--- config.mk ---
export PLATFORM = sky130hd
export DESIGN_NAME = smbus_host_regs
export DESIGN_NICKNAME = d
export VERILOG_FILES = /design/src/rtl/smbh_pkg.sv /design/src/rtl/smbh_seq.sv /design/src/rtl/smbh_status.sv /design/src/rtl/smbh_rdmux.sv /design/src/rtl/smbus_host_regs.sv
export SDC_FILE = /design/constraint.sdc
export NUM_CORES = 1
export LEC_CHECK = 0
export BUFFER_PORTS_ARGS = -buffer_cell sky130_fd_sc_hd__buf_2
export CORE_MARGIN = 2
export CORE_UTILIZATION = 48
export CTS_BUF_LIST = sky130_fd_sc_hd__clkbuf_16
export CTS_CLUSTER_SIZE = 30
export DETAILED_ROUTE_END_ITERATION = 10
export PLACE_DENSITY = 0.74
export SLEW_MARGIN = 20
export SYNTH_ARGS = -nofsm -noshare
export SYNTH_HDL_FRONTEND = slang
export SYNTH_SLANG_ARGS = --single-unit
export TNS_END_PERCENT = 10
--- constraint.sdc ---
create_clock -name clk -period 1.8 [get_ports clk]
set_input_delay 0 -clock clk [delete_from_list [all_inputs] [get_ports clk]]
set_output_delay 0 -clock clk [all_outputs]
set_load 0.03 [all_outputs]
--- src/rtl/smbh_pkg.sv ---
package smbh_pkg;
    localparam int REG_W = 8;
    localparam int OFS_W = 4;
    localparam int KIND_W = 3;
    localparam int ERR_W = 2;

    localparam logic [OFS_W-1:0] OFS_STAT = 4'd0;
    localparam logic [OFS_W-1:0] OFS_CTRL = 4'd2;
    localparam logic [OFS_W-1:0] OFS_CMD  = 4'd3;
    localparam logic [OFS_W-1:0] OFS_SADR = 4'd4;
    localparam logic [OFS_W-1:0] OFS_D0   = 4'd5;
    localparam logic [OFS_W-1:0] OFS_D1   = 4'd6;
    localparam logic [OFS_W-1:0] OFS_BLK  = 4'd7;
    localparam logic [OFS_W-1:0] OFS_PEC  = 4'd8;
    localparam logic [OFS_W-1:0] OFS_AXS  = 4'd12;
    localparam logic [OFS_W-1:0] OFS_AXC  = 4'd13;

    // status bit positions
    localparam int SB_BUSY = 0;
    localparam int SB_INTR = 1;
    localparam int SB_DEV  = 2;
    localparam int SB_BUS  = 3;
    localparam int SB_FAIL = 4;
    localparam int SB_BYTE = 7;
    localparam logic [REG_W-1:0] STICKY_MASK = 8'h9E;

    // control bit positions
    localparam int CB_KILL  = 1;
    localparam int CB_KLO   = 2;
    localparam int CB_START = 6;
    localparam int CB_PEC   = 7;
    localparam logic [REG_W-1:0] CTRL_KEEP = 8'h9C;
    localparam logic [REG_W-1:0] AUX_KEEP  = 8'h03;

    localparam logic [ERR_W-1:0] ERR_NONE = 2'b00;
    localparam logic [ERR_W-1:0] ERR_NACK = 2'b01;
    localparam logic [ERR_W-1:0] ERR_LOST = 2'b10;
    localparam logic [ERR_W-1:0] ERR_FAIL = 2'b11;

    typedef enum logic [1:0] {
        SQ_IDLE  = 2'd0,
        SQ_ISSUE = 2'd1,
        SQ_WAIT  = 2'd2
    } sq_state_t;
endpackage

--- src/rtl/smbh_seq.sv ---
module smbh_seq
    import smbh_pkg::*;
(
    input  logic             clk,
    input  logic             rst_n,
    input  logic             go_req,
    input  logic             kill_req,
    input  logic             eng_done,
    input  logic [ERR_W-1:0] eng_err,
    output logic             busy,
    output logic             eng_start,
    output logic             eng_abort,
    output logic             ev_ok,
    output logic             ev_nack,
    output logic             ev_lost,
    output logic             ev_fail,
    output logic             ev_kill
);
    sq_state_t st_q, st_nx;

    always_ff @(posedge clk) begin
        if (!rst_n) st_q <= SQ_IDLE;
        else        st_q <= st_nx;
    end

    always_comb begin
        st_nx = st_q;
        unique case (st_q)
            SQ_IDLE:  if (go_req) st_nx = SQ_ISSUE;
            SQ_ISSUE: st_nx = kill_req ? SQ_IDLE : SQ_WAIT;
            SQ_WAIT:  if (kill_req || eng_done) st_nx = SQ_IDLE;
            default:  st_nx = SQ_IDLE;
        endcase
    end

    always_comb begin
        busy      = 1'b0;
        eng_start = 1'b0;
        ev_ok     = 1'b0;
        ev_nack   = 1'b0;
        ev_lost   = 1'b0;
        ev_fail   = 1'b0;
        unique case (st_q)
            SQ_IDLE: ;
            SQ_ISSUE: begin
                busy      = 1'b1;
                eng_start = 1'b1;
            end
            SQ_WAIT: begin
                busy = 1'b1;
                if (eng_done && !kill_req) begin
                    ev_ok   = (eng_err == ERR_NONE);
                    ev_nack = (eng_err == ERR_NACK);
                    ev_lost = (eng_err == ERR_LOST);
                    ev_fail = (eng_err == ERR_FAIL);
                end
            end
            default: ;
        endcase
        ev_kill   = busy && kill_req;
        eng_abort = ev_kill;
    end


    start_pulse_chk: assert property (@(posedge clk) disable iff (!rst_n)
        eng_start |=> !eng_start);


    ev_excl_chk: assert property (@(posedge clk) disable iff (!rst_n)
        $onehot0({ev_ok, ev_nack, ev_lost, ev_fail, ev_kill}));
endmodule

--- src/rtl/smbh_status.sv ---
module smbh_status #(
    parameter int          W    = 8,
    parameter logic [W-1:0] MASK = 8'h9E
) (
    input  logic         clk,
    input  logic         rst_n,
    input  logic [W-1:0] set_ev,
    input  logic [W-1:0] clr_ev,
    output logic [W-1:0] flags
);
    for (genvar i = 0; i < W; i++) begin : g_bit
        if (MASK[i]) begin : g_sticky
            logic f_q;
            always_ff @(posedge clk) begin
                if (!rst_n)         f_q <= 1'b0;
                else if (set_ev[i]) f_q <= 1'b1;
                else if (clr_ev[i]) f_q <= 1'b0;
            end
            assign flags[i] = f_q;


            w1c_chk: assert property (@(posedge clk) disable iff (!rst_n)
                (clr_ev[i] && !set_ev[i]) |=> !flags[i]);
        end else begin : g_none
            assign flags[i] = 1'b0;
        end
    end
endmodule

--- src/rtl/smbh_rdmux.sv ---
module smbh_rdmux
    import smbh_pkg::*;
(
    input  logic [OFS_W-1:0] addr,
    input  logic [REG_W-1:0] stat,
    input  logic [REG_W-1:0] ctrl,
    input  logic [REG_W-1:0] cmd,
    input  logic [REG_W-1:0] sadr,
    input  logic [REG_W-1:0] d0,
    input  logic [REG_W-1:0] d1,
    input  logic [REG_W-1:0] blk,
    input  logic [REG_W-1:0] pec,
    input  logic [REG_W-1:0] aux,
    output logic [REG_W-1:0] rdata
);
    always_comb begin
        rdata = '0;
        case (addr)
            OFS_STAT: rdata = stat;
            OFS_CTRL: rdata = ctrl;
            OFS_CMD:  rdata = cmd;
            OFS_SADR: rdata = sadr;
            OFS_D0:   rdata = d0;
            OFS_D1:   rdata = d1;
            OFS_BLK:  rdata = blk;
            OFS_PEC:  rdata = pec;
            OFS_AXS:  rdata = '0;
            OFS_AXC:  rdata = aux;
            default:  rdata = '0;
        endcase
    end
endmodule

--- src/rtl/smbus_host_regs.sv ---
module smbus_host_regs
    import smbh_pkg::*;
(
    input  logic             clk,
    input  logic             rst_n,
    input  logic             reg_wr,
    input  logic [3:0]       reg_addr,
    input  logic [7:0]       reg_wdata,
    output logic [7:0]       reg_rdata,
    output logic             eng_start,
    output logic             eng_abort,
    output logic [2:0]       eng_kind,
    output logic             eng_pec,
    output logic [7:0]       eng_addr,
    output logic [7:0]       eng_cmd,
    output logic [7:0]       eng_d0,
    output logic [7:0]       eng_d1,
    output logic             crc_en,
    output logic             blkbuf_en,
    input  logic             eng_done,
    input  logic [1:0]       eng_err,
    input  logic             eng_byte,
    input  logic [7:0]       eng_rd0,
    input  logic [7:0]       eng_rd1
);
    logic [REG_W-1:0] ctrl_q, cmd_q, sadr_q, d0_q, d1_q, blk_q, pec_q, aux_q;
    logic [REG_W-1:0] stat_q, flags, set_ev, clr_ev;
    logic busy, ev_ok, ev_nack, ev_lost, ev_fail, ev_kill;
    logic wr_stat, wr_ctrl, wr_cmd, wr_sadr, wr_d0, wr_d1, wr_blk, wr_pec, wr_axc;
    logic go_req, kill_req;

    assign wr_stat = reg_wr && (reg_addr == OFS_STAT);
    assign wr_ctrl = reg_wr && (reg_addr == OFS_CTRL);
    assign wr_cmd  = reg_wr && (reg_addr == OFS_CMD);
    assign wr_sadr = reg_wr && (reg_addr == OFS_SADR);
    assign wr_d0   = reg_wr && (reg_addr == OFS_D0);
    assign wr_d1   = reg_wr && (reg_addr == OFS_D1);
    assign wr_blk  = reg_wr && (reg_addr == OFS_BLK);
    assign wr_pec  = reg_wr && (reg_addr == OFS_PEC);
    assign wr_axc  = reg_wr && (reg_addr == OFS_AXC);

    assign go_req   = wr_ctrl && reg_wdata[CB_START];
    assign kill_req = wr_ctrl && reg_wdata[CB_KILL];

    smbh_seq u_seq (
        .clk       (clk),
        .rst_n     (rst_n),
        .go_req    (go_req),
        .kill_req  (kill_req),
        .eng_done  (eng_done),
        .eng_err   (eng_err),
        .busy      (busy),
        .eng_start (eng_start),
        .eng_abort (eng_abort),
        .ev_ok     (ev_ok),
        .ev_nack   (ev_nack),
        .ev_lost   (ev_lost),
        .ev_fail   (ev_fail),
        .ev_kill   (ev_kill)
    );

    always_comb begin
        set_ev          = '0;
        set_ev[SB_BYTE] = eng_byte && busy;
        set_ev[SB_FAIL] = ev_fail || ev_kill;
        set_ev[SB_BUS]  = ev_lost;
        set_ev[SB_DEV]  = ev_nack;
        set_ev[SB_INTR] = ev_ok;
        clr_ev          = wr_stat ? (reg_wdata & STICKY_MASK) : '0;
    end

    smbh_status #(.W(REG_W), .MASK(STICKY_MASK)) u_stat (
        .clk    (clk),
        .rst_n  (rst_n),
        .set_ev (set_ev),
        .clr_ev (clr_ev),
        .flags  (flags)
    );

    always_comb begin
        stat_q          = flags;
        stat_q[SB_BUSY] = busy;
    end

    always_ff @(posedge clk) begin
        if (!rst_n) begin
            ctrl_q <= '0;
            cmd_q  <= '0;
            sadr_q <= '0;
            d0_q   <= '0;
            d1_q   <= '0;
            blk_q  <= '0;
            pec_q  <= '0;
            aux_q  <= '0;
        end else begin
            if (!busy) begin
                if (wr_ctrl) ctrl_q <= reg_wdata & CTRL_KEEP;
                if (wr_cmd)  cmd_q  <= reg_wdata;
                if (wr_sadr) sadr_q <= reg_wdata;
                if (wr_d0)   d0_q   <= reg_wdata;
                if (wr_d1)   d1_q   <= reg_wdata;
            end else if (ev_ok && sadr_q[0]) begin
                d0_q <= eng_rd0;
                d1_q <= eng_rd1;
            end
            if (wr_blk) blk_q <= reg_wdata;
            if (wr_pec) pec_q <= reg_wdata;
            if (wr_axc) aux_q <= reg_wdata & AUX_KEEP;
        end
    end

    smbh_rdmux u_rd (
        .addr  (reg_addr),
        .stat  (stat_q),
        .ctrl  (ctrl_q),
        .cmd   (cmd_q),
        .sadr  (sadr_q),
        .d0    (d0_q),
        .d1    (d1_q),
        .blk   (blk_q),
        .pec   (pec_q),
        .aux   (aux_q),
        .rdata (reg_rdata)
    );

    assign eng_kind  = ctrl_q[CB_KLO +: KIND_W];
    assign eng_pec   = ctrl_q[CB_PEC];
    assign eng_addr  = sadr_q;
    assign eng_cmd   = cmd_q;
    assign eng_d0    = d0_q;
    assign eng_d1    = d1_q;
    assign crc_en    = aux_q[0];
    assign blkbuf_en = aux_q[1];


    kill_chk: assert property (@(posedge clk) disable iff (!rst_n)
        (kill_req && busy) |=> (!busy && flags[SB_FAIL]));


    ok_done_chk: assert property (@(posedge clk) disable iff (!rst_n)
        (busy && !eng_start && eng_done && eng_err == ERR_NONE && !kill_req)
        |=> (!busy && flags[SB_INTR]));


    hold_chk: assert property (@(posedge clk) disable iff (!rst_n)
        busy |=> ($stable(cmd_q) && $stable(sadr_q)));


    rdload_chk: assert property (@(posedge clk) disable iff (!rst_n)
        (ev_ok && sadr_q[0]) |=> (d0_q == $past(eng_rd0) && d1_q == $past(eng_rd1)));
endmodule

**Word-level counts from Yosys, hierarchy flattened**

Cells that the tools add are included.

- Bits in registers: 61
- Input port bits: 35
- Output and inout port bits: 48
- Word-level logic and storage cells: 98

- Eq/ne operators: 16
- Multiplexer cells: 32
- Bitwise operators: 1
- Reductions and logical operators: 35

Operator list:

| operator | number |
|---|---|
| one-hot mux 8 bit (9 select lines) | 1 |
| 2-to-1 mux 8 bit | 7 |
| 2-to-1 mux 1 bit | 20 |
| equality test 4 x 3 -> 1 bit (second input constant) | 4 |
| logical AND 1 bit | 15 |
| nonzero test 2 bit | 7 |
| AND reduction 2 bit | 6 |
| equality test 4 x 2 -> 1 bit (second input constant) | 2 |
| equality test 4 bit (second input constant) | 2 |
| equality test 2 bit (second input constant) | 3 |
| 2-to-1 mux 2 bit | 3 |
| one-hot mux 2 bit (3 select lines) | 1 |
| equality test 2 x 1 -> 1 bit (second input constant) | 2 |
| logical NOT 2 bit | 2 |
| logical NOT 4 bit | 1 |
| != test 2 x 1 -> 1 bit (second input constant) | 2 |
| logical OR 1 bit | 2 |
| != test 2 bit (second input constant) | 1 |
| OR reduction 2 bit | 1 |
| logical NOT 1 bit | 1 |
| NOT 1 bit | 1 |

**Longest topological paths before layout**

Gate-level depths: netlist of the first run.

- Depth in word-level cells: 10
- Depth in mapped cells: 8
- Gate-level depth less buffers: 6

**Hierarchy**

A second synthesis of the first run with hierarchy kept.

- Cell total of the unflattened synthesis: 474
- Area total of the unflattened synthesis: 3842.4 um^2

By module, submodules not included:

| module | times used | cells each | area each (um^2) | seq. area each (um^2) |
|---|---|---|---|---|
| smbus_host_regs | 1 | 300 | 2477.4 | 1081.0 |
| smbh_rdmux | 1 | 124 | 884.6 | 0.0 |
| smbh_status | 1 | 24 | 270.3 | 100.1 |
| smbh_seq | 1 | 26 | 210.2 | 40.0 |

**Least setup slack after synthesis of the first run**

No wires, ideal clock.

- Path kind: register to output
- Start: reg u_seq.st_q[1]
- End: out reg_rdata[0]
- Arrival: 2010 ps
- Data required time: 1800 ps
- Setup slack: -210 ps
- Stages on the path, launching flop included: 7
- Path buffers: 2
- Path through: dfxtp_1 > inv_1 > ha_1 > buf_4 > clkbuf_1 > a22oi_1 > o32ai_1

- Cells in the longest elaborated chain, start to end: 4
- Elaborated cells between the ends (all ways): 5
- Those cells by class: eq/ne: 2; mux: 2; reduce/logical: 1

RTL lines:

| item | RTL line | RTL |
|---|---|---|
| from (decl) | smbh_seq.sv:19 | `sq_state_t st_q, st_nx;` |
| from (signal assigned) | smbh_seq.sv:23 | `else st_q <= st_nx;` |
| equality test 2 x 1 -> 1 bit or equality test 2 bit (tied branches) | smbh_seq.sv:43 | `unique case (st_q)` |
| OR reduction 2 bit (no source line) (*) | -- |  |
| 2-to-1 mux 1 bit (*) | smbh_seq.sv:43 |  |
| one-hot mux 8 bit (9 select lines) (*) | smbh_rdmux.sv:18 | `case (addr)` |
| to (decl) | smbus_host_regs.sv:9 | `output logic [7:0] reg_rdata,` |

Every way passes the cells marked *; elsewhere a longest branch is shown, timed or not.

**Worst setup path in the final report of the first run**

- Start: reg d0_q[1] (netlist: eng_d0[1])
- End: out reg_rdata[1]

- Cells in the longest elaborated chain, start to end: 1

RTL lines:

| item | RTL line | RTL |
|---|---|---|
| from (decl) | smbus_host_regs.sv:26 | `logic [REG_W-1:0] ctrl_q, cmd_q, sadr_q, d0_q, d1_q, blk_q, pec_q, aux_q;` |
| from (signal assigned) | smbus_host_regs.sv:100 | `if (wr_d0) d0_q <= reg_wdata;` |
| from (signal assigned) | smbus_host_regs.sv:103 | `d0_q <= eng_rd0;` |
| one-hot mux 8 bit (9 select lines) | smbh_rdmux.sv:18 |  |

Every way passes these cells.

==> results of run 1 <==
path summary, 6_finish.rpt:
kind,startpoint,endpoint,slack [ns],cells past startpoint
setup / recovery,eng_d0[1],reg_rdata[1],0.02,5
hold / removal,eng_rd0[1],eng_d0[1],0.02,5
setup reg to reg,u_seq.st_q[0],eng_d0[7],0.04,7
hold reg to reg,pec_q[6],pec_q[6],0.46,2
cell usage in the layout, fill, tap and decap left out, types with 3 or more instances in the layout:
cell type      netlist  final
a21boi_0            21     21
a21oi_1              5      5
a22o_1               5      5
a22oi_1              9      7
a32o_1               4      4
a32oi_1              3      3
and2_1               3      3
and3_1               3      3
buf_2                8     80
buf_4                6     22
buf_6                3      3
bufinv_16            0      3
clkbuf_16            0      9
dfxtp_1             61     58
dfxtp_2              0      3
dlygate4sd3_1        0      3
inv_1                4      4
mux2_2               5      5
mux2i_1             38     38
nand2_1             94     93
nand2b_1            10     10
nand3_1             24     24
nand3b_1             3      3
nor2_1               8      8
nor2b_1             22     22
o21ai_0              7      7
o2bb2ai_1            3      3
state kept, by name (all words and copies together), names as in the netlist:
signal,count
aux_q,2
blk_q,8
ctrl_q,4
eng_addr,8
eng_cmd,8
eng_d0,8
eng_d1,8
pec_q,8
u_seq.st_q,2
u_stat.g_bit.g_sticky.f_q,5
metrics by stage:
stage	std cells	setup slack, ns	hold slack (ns)
floorplan	396	0.07539	0.1541
global placement	570	-0.2243	0.3102
detailed placement	570	-0.3339	0.3234
CTS	589	-0.01505	0.01545
global route	590	-0.04644	0.04655
finish	590	0.01982	0.01607
timing repair:
action                                  in CTS  in global routing
setup buffers                                0                  1
hold endpoints to repair                     3                  0
pin swaps                                    0                  4
resized for setup                            6                 12
endpoints found under the setup margin      33                 34
hold buffers                                 3                  0
cell type report:
| class | count | area share (%) |
|---|---|---|
| inverter | 4 | 0.3430 |
| timing repair buffer | 111 | 15.63 |
| clock inverter | 7 | 2.429 |
| sequential | 61 | 27.98 |
| clock buffer | 9 | 5.144 |
| tap | 96 | 2.744 |
| multi-input combinational | 302 | 45.73 |
power groups by stage:
stage	Clock (µW)	Combinational (µW)	Sequential, µW
floorplan	0	197	1430
global placement	0	349	1410
detailed placement	0	351	1410
CTS	1930	361	1380
global route	2000	397	1380
finish	1920	372	1380
per-layer routing:
layer | wire (µm) | vias up | GRT usage (%)
met3 | 968 | 32 | 6.975
li1 | - | 1581 | -
met5 | 0 | - | 0
met2 | 4694 | 189 | 41.60
met4 | 299 | 0 | 11.33
met1 | 4265 | 1566 | 35.08
logic make-up after synthesis:
group                    Yosys count  share of synthesized area, %
AND/OR/NAND/NOR                  183                         27.41
multiplexers                      44                         13.42
adder cells (fa/ha/maj)            3                         1.116
AO/OA/AOI/OAI                     72                         16.44
buffers and inverters             33                         5.318
flip-flops                        61                         36.30
critical path, stage by stage (launching register included):
cell      delay (ns)
dfxtp_2         0.34
mux2_4          0.27
a22o_1          0.18
a222oi_1        0.25
a21bo_2         0.28
buf_6           0.14
==> reports/metrics.cfg, run 1 <==
[timing]
worst_pin_slew_ns = 0.4557
finClkSkew_ns = 0.006972
timing.fmax_ghz = 0.5617
drv_slew = 0
setup-violations-final = 0
grt_setup_unrepaired = true
hold_viol = 0
fin_setup_tns_ns = 0
fin_crit_sh_pct = 98.90
relSlewSlack_pct = 69.39
layout_min_cycle_time_ns = 1.780

[setup_path]
crit_fanout = 3
critical_path_class = reg -> out
startpoint_type = flop
critPathCaptureType = primary output
required_ns = 1.80
worstPathArrival_ns = 1.78

[synth]
async_flop_share_pct = 0
seq_area_frac_synth_pct = 36.30
yosys.area.top_type = dfxtp_1
synth_ff_type = dfxtp_1
avgSynthCellArea_um2 = 8.496
syn-cell-area_um2 = 3364
synth-edff-count = 0
ys_ff_latch = 61
synthCells = 396
synthTopCellsByArea = dfxtp_1 (36%), mux2i_1 (11%), nand2_1 (10%)
synth_fp_nets = 434
yosysMostFrequentCell = nand2_1
ys.warnings.count = 0
synth_top_area_share_pct = 36.30
ys_types = 48
yosys-top-cells-count = nand2_1 (94), dfxtp_1 (61), mux2i_1 (38)

[global_route]
grt_usage_pct = 26.73
grt_overflow = 0
antenna_found_initial = 0
grt_pass1_vias = 3139
grt_max_degree = 43
grt_pass1_wl_um = 15680

[routing]
wl_per_cell_um = 17.34
drtPass1Iterations = 5
via_per_inst = 5.708
ant_nets = 0
routed-via-count = 3368
drcViolationCount = 0
totalWireLength_um = 10230
drt_iter0_markers = 329

[pwr]
p_per_area_nw_per_um2 = 838.1
pwr-share-comb_pct = 10.1
peakVddDrop_v = 0.0005337
p_leak_uw = 0.002059
cellInternalPower_uw = 2842
seq_power_share_pct = 37.6
swShare_pct = 22.53
pwr-share-clk_pct = 52.2
finalPower_uw = 3669
p_sw_uw = 826.6

[clock_network]
clockBufferDepth = 2
worstSkewPairLatency_ns = 0.33
cts.htree.levels = 3
clockRootBuffer = clkbuf_16
cts_tree = yes
cts_num_sinks = 61
cts_buffers = 9
clk_pin_slew_worst_paths_ns = 0.05

[hold_path]
min_path_type = in -> reg

[floorplanning]
core_um2 = 6794
initial_core_util_pct = 49.52
die_width_um = 87.72
die_area_um2 = 7695
placementRows = 30
die_y_um = 87.72
ios = 83

[placement]
post-dp-hpwl_um = 7135
placed_area_um2 = 3939
place.gp.congestion = 0.9185
port_buffers = 82

[final_layout]
area_growth_pct = 30.12
fin_area_um2 = 4378
seq_area_um2 = 1225
postLayoutCoreUtil_pct = 64.44
num-fill-cells = 564
n_antenna_cell = 0
num-nets-final = 527
multiInputGateArea_um2 = 2002
drive_gt1_share_pct = 29.55

[run_status]
status = complete, no violations

[job]
drv_cap = 0

Power figures use the tool's default switching activity.
==> run 2: changes to the inputs <==
--- a/config.mk
+++ b/config.mk
@@ -5,13 +5,15 @@
 export SDC_FILE = /design/constraint.sdc
 export NUM_CORES = 1
 export LEC_CHECK = 0
-export BUFFER_PORTS_ARGS = -buffer_cell sky130_fd_sc_hd__buf_2
+export ABC_AREA = 1
+export CORE_ASPECT_RATIO = 1.5
 export CORE_MARGIN = 2
-export CORE_UTILIZATION = 48
+export CORE_UTILIZATION = 49
 export CTS_BUF_LIST = sky130_fd_sc_hd__clkbuf_16
 export CTS_CLUSTER_SIZE = 30
 export DETAILED_ROUTE_END_ITERATION = 10
-export PLACE_DENSITY = 0.74
+export DONT_BUFFER_PORTS = 1
+export PLACE_DENSITY = 0.64
 export SLEW_MARGIN = 20
 export SYNTH_ARGS = -nofsm -noshare
 export SYNTH_HDL_FRONTEND = slang
==> run 2 against run 1 <==
Effect of this change: register-to-register slack worse by 0.03 ns; non-clock buffer count down 66; final cell count decreased by 0.85%; clock skew down 0.0019 ns.
==> reports/metrics.cfg, run 2 <==
[run_status]
status = complete, no violations  ; unchanged

[hold_path]
min_from = reg_addr[3]  ; was eng_rd0[1]
hold_path_end = aux_q[0]  ; was eng_d0[1]
min_path_type = in -> reg  ; unchanged
min_path_cells = 4  ; was 5

[clock_network]
clockRootBuffer = clkbuf_16  ; unchanged
clk_pin_slew_worst_paths_ns = 0.05  ; about the same
cts_tree = yes  ; unchanged
cts_buffers = 9  ; unchanged
cts.htree.levels = 3  ; unchanged
worstSkewPairLatency_ns = 0.32  ; was 0.33 ns
post_cts.repair.setup_buffers = 0  ; unchanged
cts_num_sinks = 61  ; unchanged
clockBufferDepth = 2  ; unchanged

[global_route]
grt_max_degree = 38  ; was 43
gr-usage-met2_pct = 48.15  ; was 41.60%
met3_usage_pct = 5.222  ; was 6.975%
grt_overflow = 0  ; unchanged
antenna_found_initial = 0  ; unchanged
grt_busiest_layer = met2  ; unchanged
grt_pass1_wl_um = 14770  ; was 15680 µm
grtUsageMet1_pct = 33.96  ; was 35.08%
grt_usage_pct = 28.40  ; was 26.73%
grt_pass1_vias = 3091  ; was 3139

[final_layout]
layoutNonFillerInstCount = 585  ; was 590
area_growth_pct = 21.66  ; was 30.12%
mostFrequentLayoutCells = nand2_1 (117), a21oi_1 (62), dfxtp_1 (61)  ; was nand2_1 (93), buf_2 (80), dfxtp_1 (58)
num-fill-cells = 602  ; was 564
multiInputGateArea_um2 = 1528  ; was 2002 µm²
seq_area_um2 = 1221  ; was 1225 µm²
n_antenna_cell = 0  ; unchanged
drive_gt1_share_pct = 7.045  ; was 29.55%
num-nets-final = 545  ; was 527
fin_area_um2 = 3760  ; was 4378 µm²
final_common_cell = nand2_1  ; unchanged

[synth]
syn-cell-area_um2 = 3090  ; was 3364 µm²
synth-edff-count = 0  ; unchanged
yosys-top-cells-count = nand2_1 (119), a21oi_1 (62), dfxtp_1 (61)  ; was nand2_1 (94), dfxtp_1 (61), mux2i_1 (38)
synthCells = 472  ; was 396
ys_ff_latch = 61  ; unchanged
synthTopCellsByArea = dfxtp_1 (40%), nand2_1 (14%), a21oi_1 (10%)  ; was dfxtp_1 (36%), mux2i_1 (11%), nand2_1 (10%)
ys.warnings.count = 0  ; unchanged
seq_area_frac_synth_pct = 39.51  ; was 36.30%
avgSynthCellArea_um2 = 6.548  ; was 8.496 µm²
async_flop_share_pct = 0  ; unchanged
synth_fp_nets = 510  ; was 434
synth_top_area_share_pct = 39.51  ; was 36.30%
yosysMostFrequentCell = nand2_1  ; unchanged
synth_ff_type = dfxtp_1  ; unchanged
yosys.area.top_type = dfxtp_1  ; unchanged
ys_types = 24  ; was 48

[timing]
hold_viol = 0  ; unchanged
timing.fmax_ghz = 0.5564  ; was 0.5617 GHz
layout_min_cycle_time_ns = 1.797  ; was 1.780 ns
relSlewSlack_pct = 46.41  ; was 69.39%
fin_setup_tns_ns = 0  ; unchanged
worst_pin_slew_ns = 0.8029  ; was 0.4557 ns
drv_slew = 0  ; unchanged
setup-violations-final = 0  ; unchanged
fin_hold_ws_ns = 0.02191  ; was 0.01607 ns
finClkSkew_ns = 0.005042  ; was 0.006972 ns
fin_crit_sh_pct = 99.85  ; was 98.90%
grt_setup_unrepaired = true  ; unchanged

[setup_path]
rrSetupSlack_ns = 0.01  ; was 0.04 ns
crit_fanout = 18  ; was 3
regToRegStartpoint = u_seq.st_q[0]  ; unchanged
r2r_cells = 7  ; unchanged
crit_chain = inv_1, ha_1, buf_4, nand2_1, nand4_1  ; was mux2_4, a22o_1, a222oi_1, a21bo_2, buf_6
reg2reg_to = eng_d1[2]  ; was eng_d0[7]
critical_path_class = reg -> out  ; unchanged
critPathCaptureType = primary output  ; unchanged
startpoint_type = flop  ; unchanged
cpPeakStageDelay_ns = 0.37  ; was 0.34 ns
worst_path_max_delay_cell = ha_1  ; was dfxtp_2
required_ns = 1.80  ; about the same
worstPathArrival_ns = 1.80  ; was 1.78 ns

[pwr]
peakVddDrop_v = 0.0006414  ; was 0.0005337 V
p_leak_uw = 0.001592  ; was 0.002059 µW
p_per_area_nw_per_um2 = 1002  ; was 838.1 nW/µm²

[floorplanning]
initial_core_util_pct = 50.41  ; was 49.52%
die_width_um = 68.85  ; was 87.72 µm
placementRows = 35  ; was 30
ios = 83  ; unchanged
die_y_um = 101.3  ; was 87.72 µm
die_area_um2 = 6972  ; was 7695 µm²
core_um2 = 6131  ; was 6794 µm²

[routing]
via_per_inst = 5.455  ; was 5.708
drcViolationCount = 0  ; unchanged
routed-via-count = 3191  ; was 3368
totalWireLength_um = 9345  ; was 10230 µm
wl_per_cell_um = 15.97  ; was 17.34 µm
drt_iter0_markers = 209  ; was 329
ant_nets = 0  ; unchanged
drtPass1Iterations = 6  ; was 5

[placement]
post-dp-hpwl_um = 6571  ; was 7135 µm
place.gp.congestion = 0.8797  ; was 0.9185
port_buffers = 0  ; was 82
placed_area_um2 = 3156  ; was 3939 µm²
dpl.cell_count = 536  ; was 570

[job]
drv_cap = 0  ; unchanged

run 2: what timing repair did:
item / CTS / global route
pin swaps: 1 / 0
gates resized for setup: 2 / 0
hold buffers: 34 / 0
endpoints found under the setup margin: 6 / 18
hold endpoints to repair: 61 / 0
run 2: report_power, final:
group,switching (µW),total [µW],internal [µW]
Clock,562,1460,893
Sequential,92.4,1510,1410
Combinational,526,805,280
Total,1180,3770,2590
run 2: how the worst max path moves through the flow:
stage | start | endpoint | slack, ns | depth (start not counted)
floorplan | u_seq.st_q[0] | eng_d1[0] | 0.16 | 7
global placement | u_seq.st_q[0] | eng_addr[2] | -0.005 | 6
detailed placement | u_seq.st_q[0] | eng_addr[2] | -0.05 | 6
CTS | u_seq.st_q[0] | eng_d1[2] | 0.01 | 7
global route | u_seq.st_q[0] | eng_d1[2] | -0.09 | 7
finish | u_seq.st_q[0] | reg_rdata[0] | 0.003 | 5
run 2: logic make-up after synthesis:
group                    after synthesis  share of synthesized area, %
AO/OA/AOI/OAI                        107                         18.34
adder cells (fa/ha/maj)                3                         1.215
buffers and inverters                 84                         11.21
flip-flops                            61                         39.51
AND/OR/NAND/NOR                      217                         29.72
run 2: critical path, delay by kind of cell, from the launching register on:
family	cells	cell delay (ns)
simple gates	2	0.45
flops	1	0.35
buf+inv	2	0.30
fa+ha+maj	1	0.37
run 2: final cells by class:
cell class                 instances  share of cell area [%]
timing repair buffer              45                   11.51
sequential                        61                   32.48
clock buffer                       9                   5.990
multi-input combinational        327                   40.63
inverter                          63                   6.290
tap                               74                   2.463
clock inverter                     6                  0.6323
run 2: stage by stage:
| step | utilization, % | setup WS (ns) | power (µW) |
|---|---|---|---|
| 3_3_place_gp | 51.47 | -0.004518 | 2224 |
| 2_1_floorplan | - | 0.1579 | 2074 |
| 5_1_grt | 61.33 | -0.08590 | 3990 |
| 6_report | 61.33 | 0.002705 | 3767 |
| 4_1_cts | 61.33 | 0.01257 | 3781 |
| 3_5_place_dp | 51.47 | -0.05151 | 2231 |
run 2: layer usage:
metal  share of wire [%]  vias up  wire length, µm
li1                    -     1607                -
met1                  40     1428             3777
met4                 2.3        0              215
met5                   0        -                0
met2                  49      137             4537
met3                 8.7       19              815
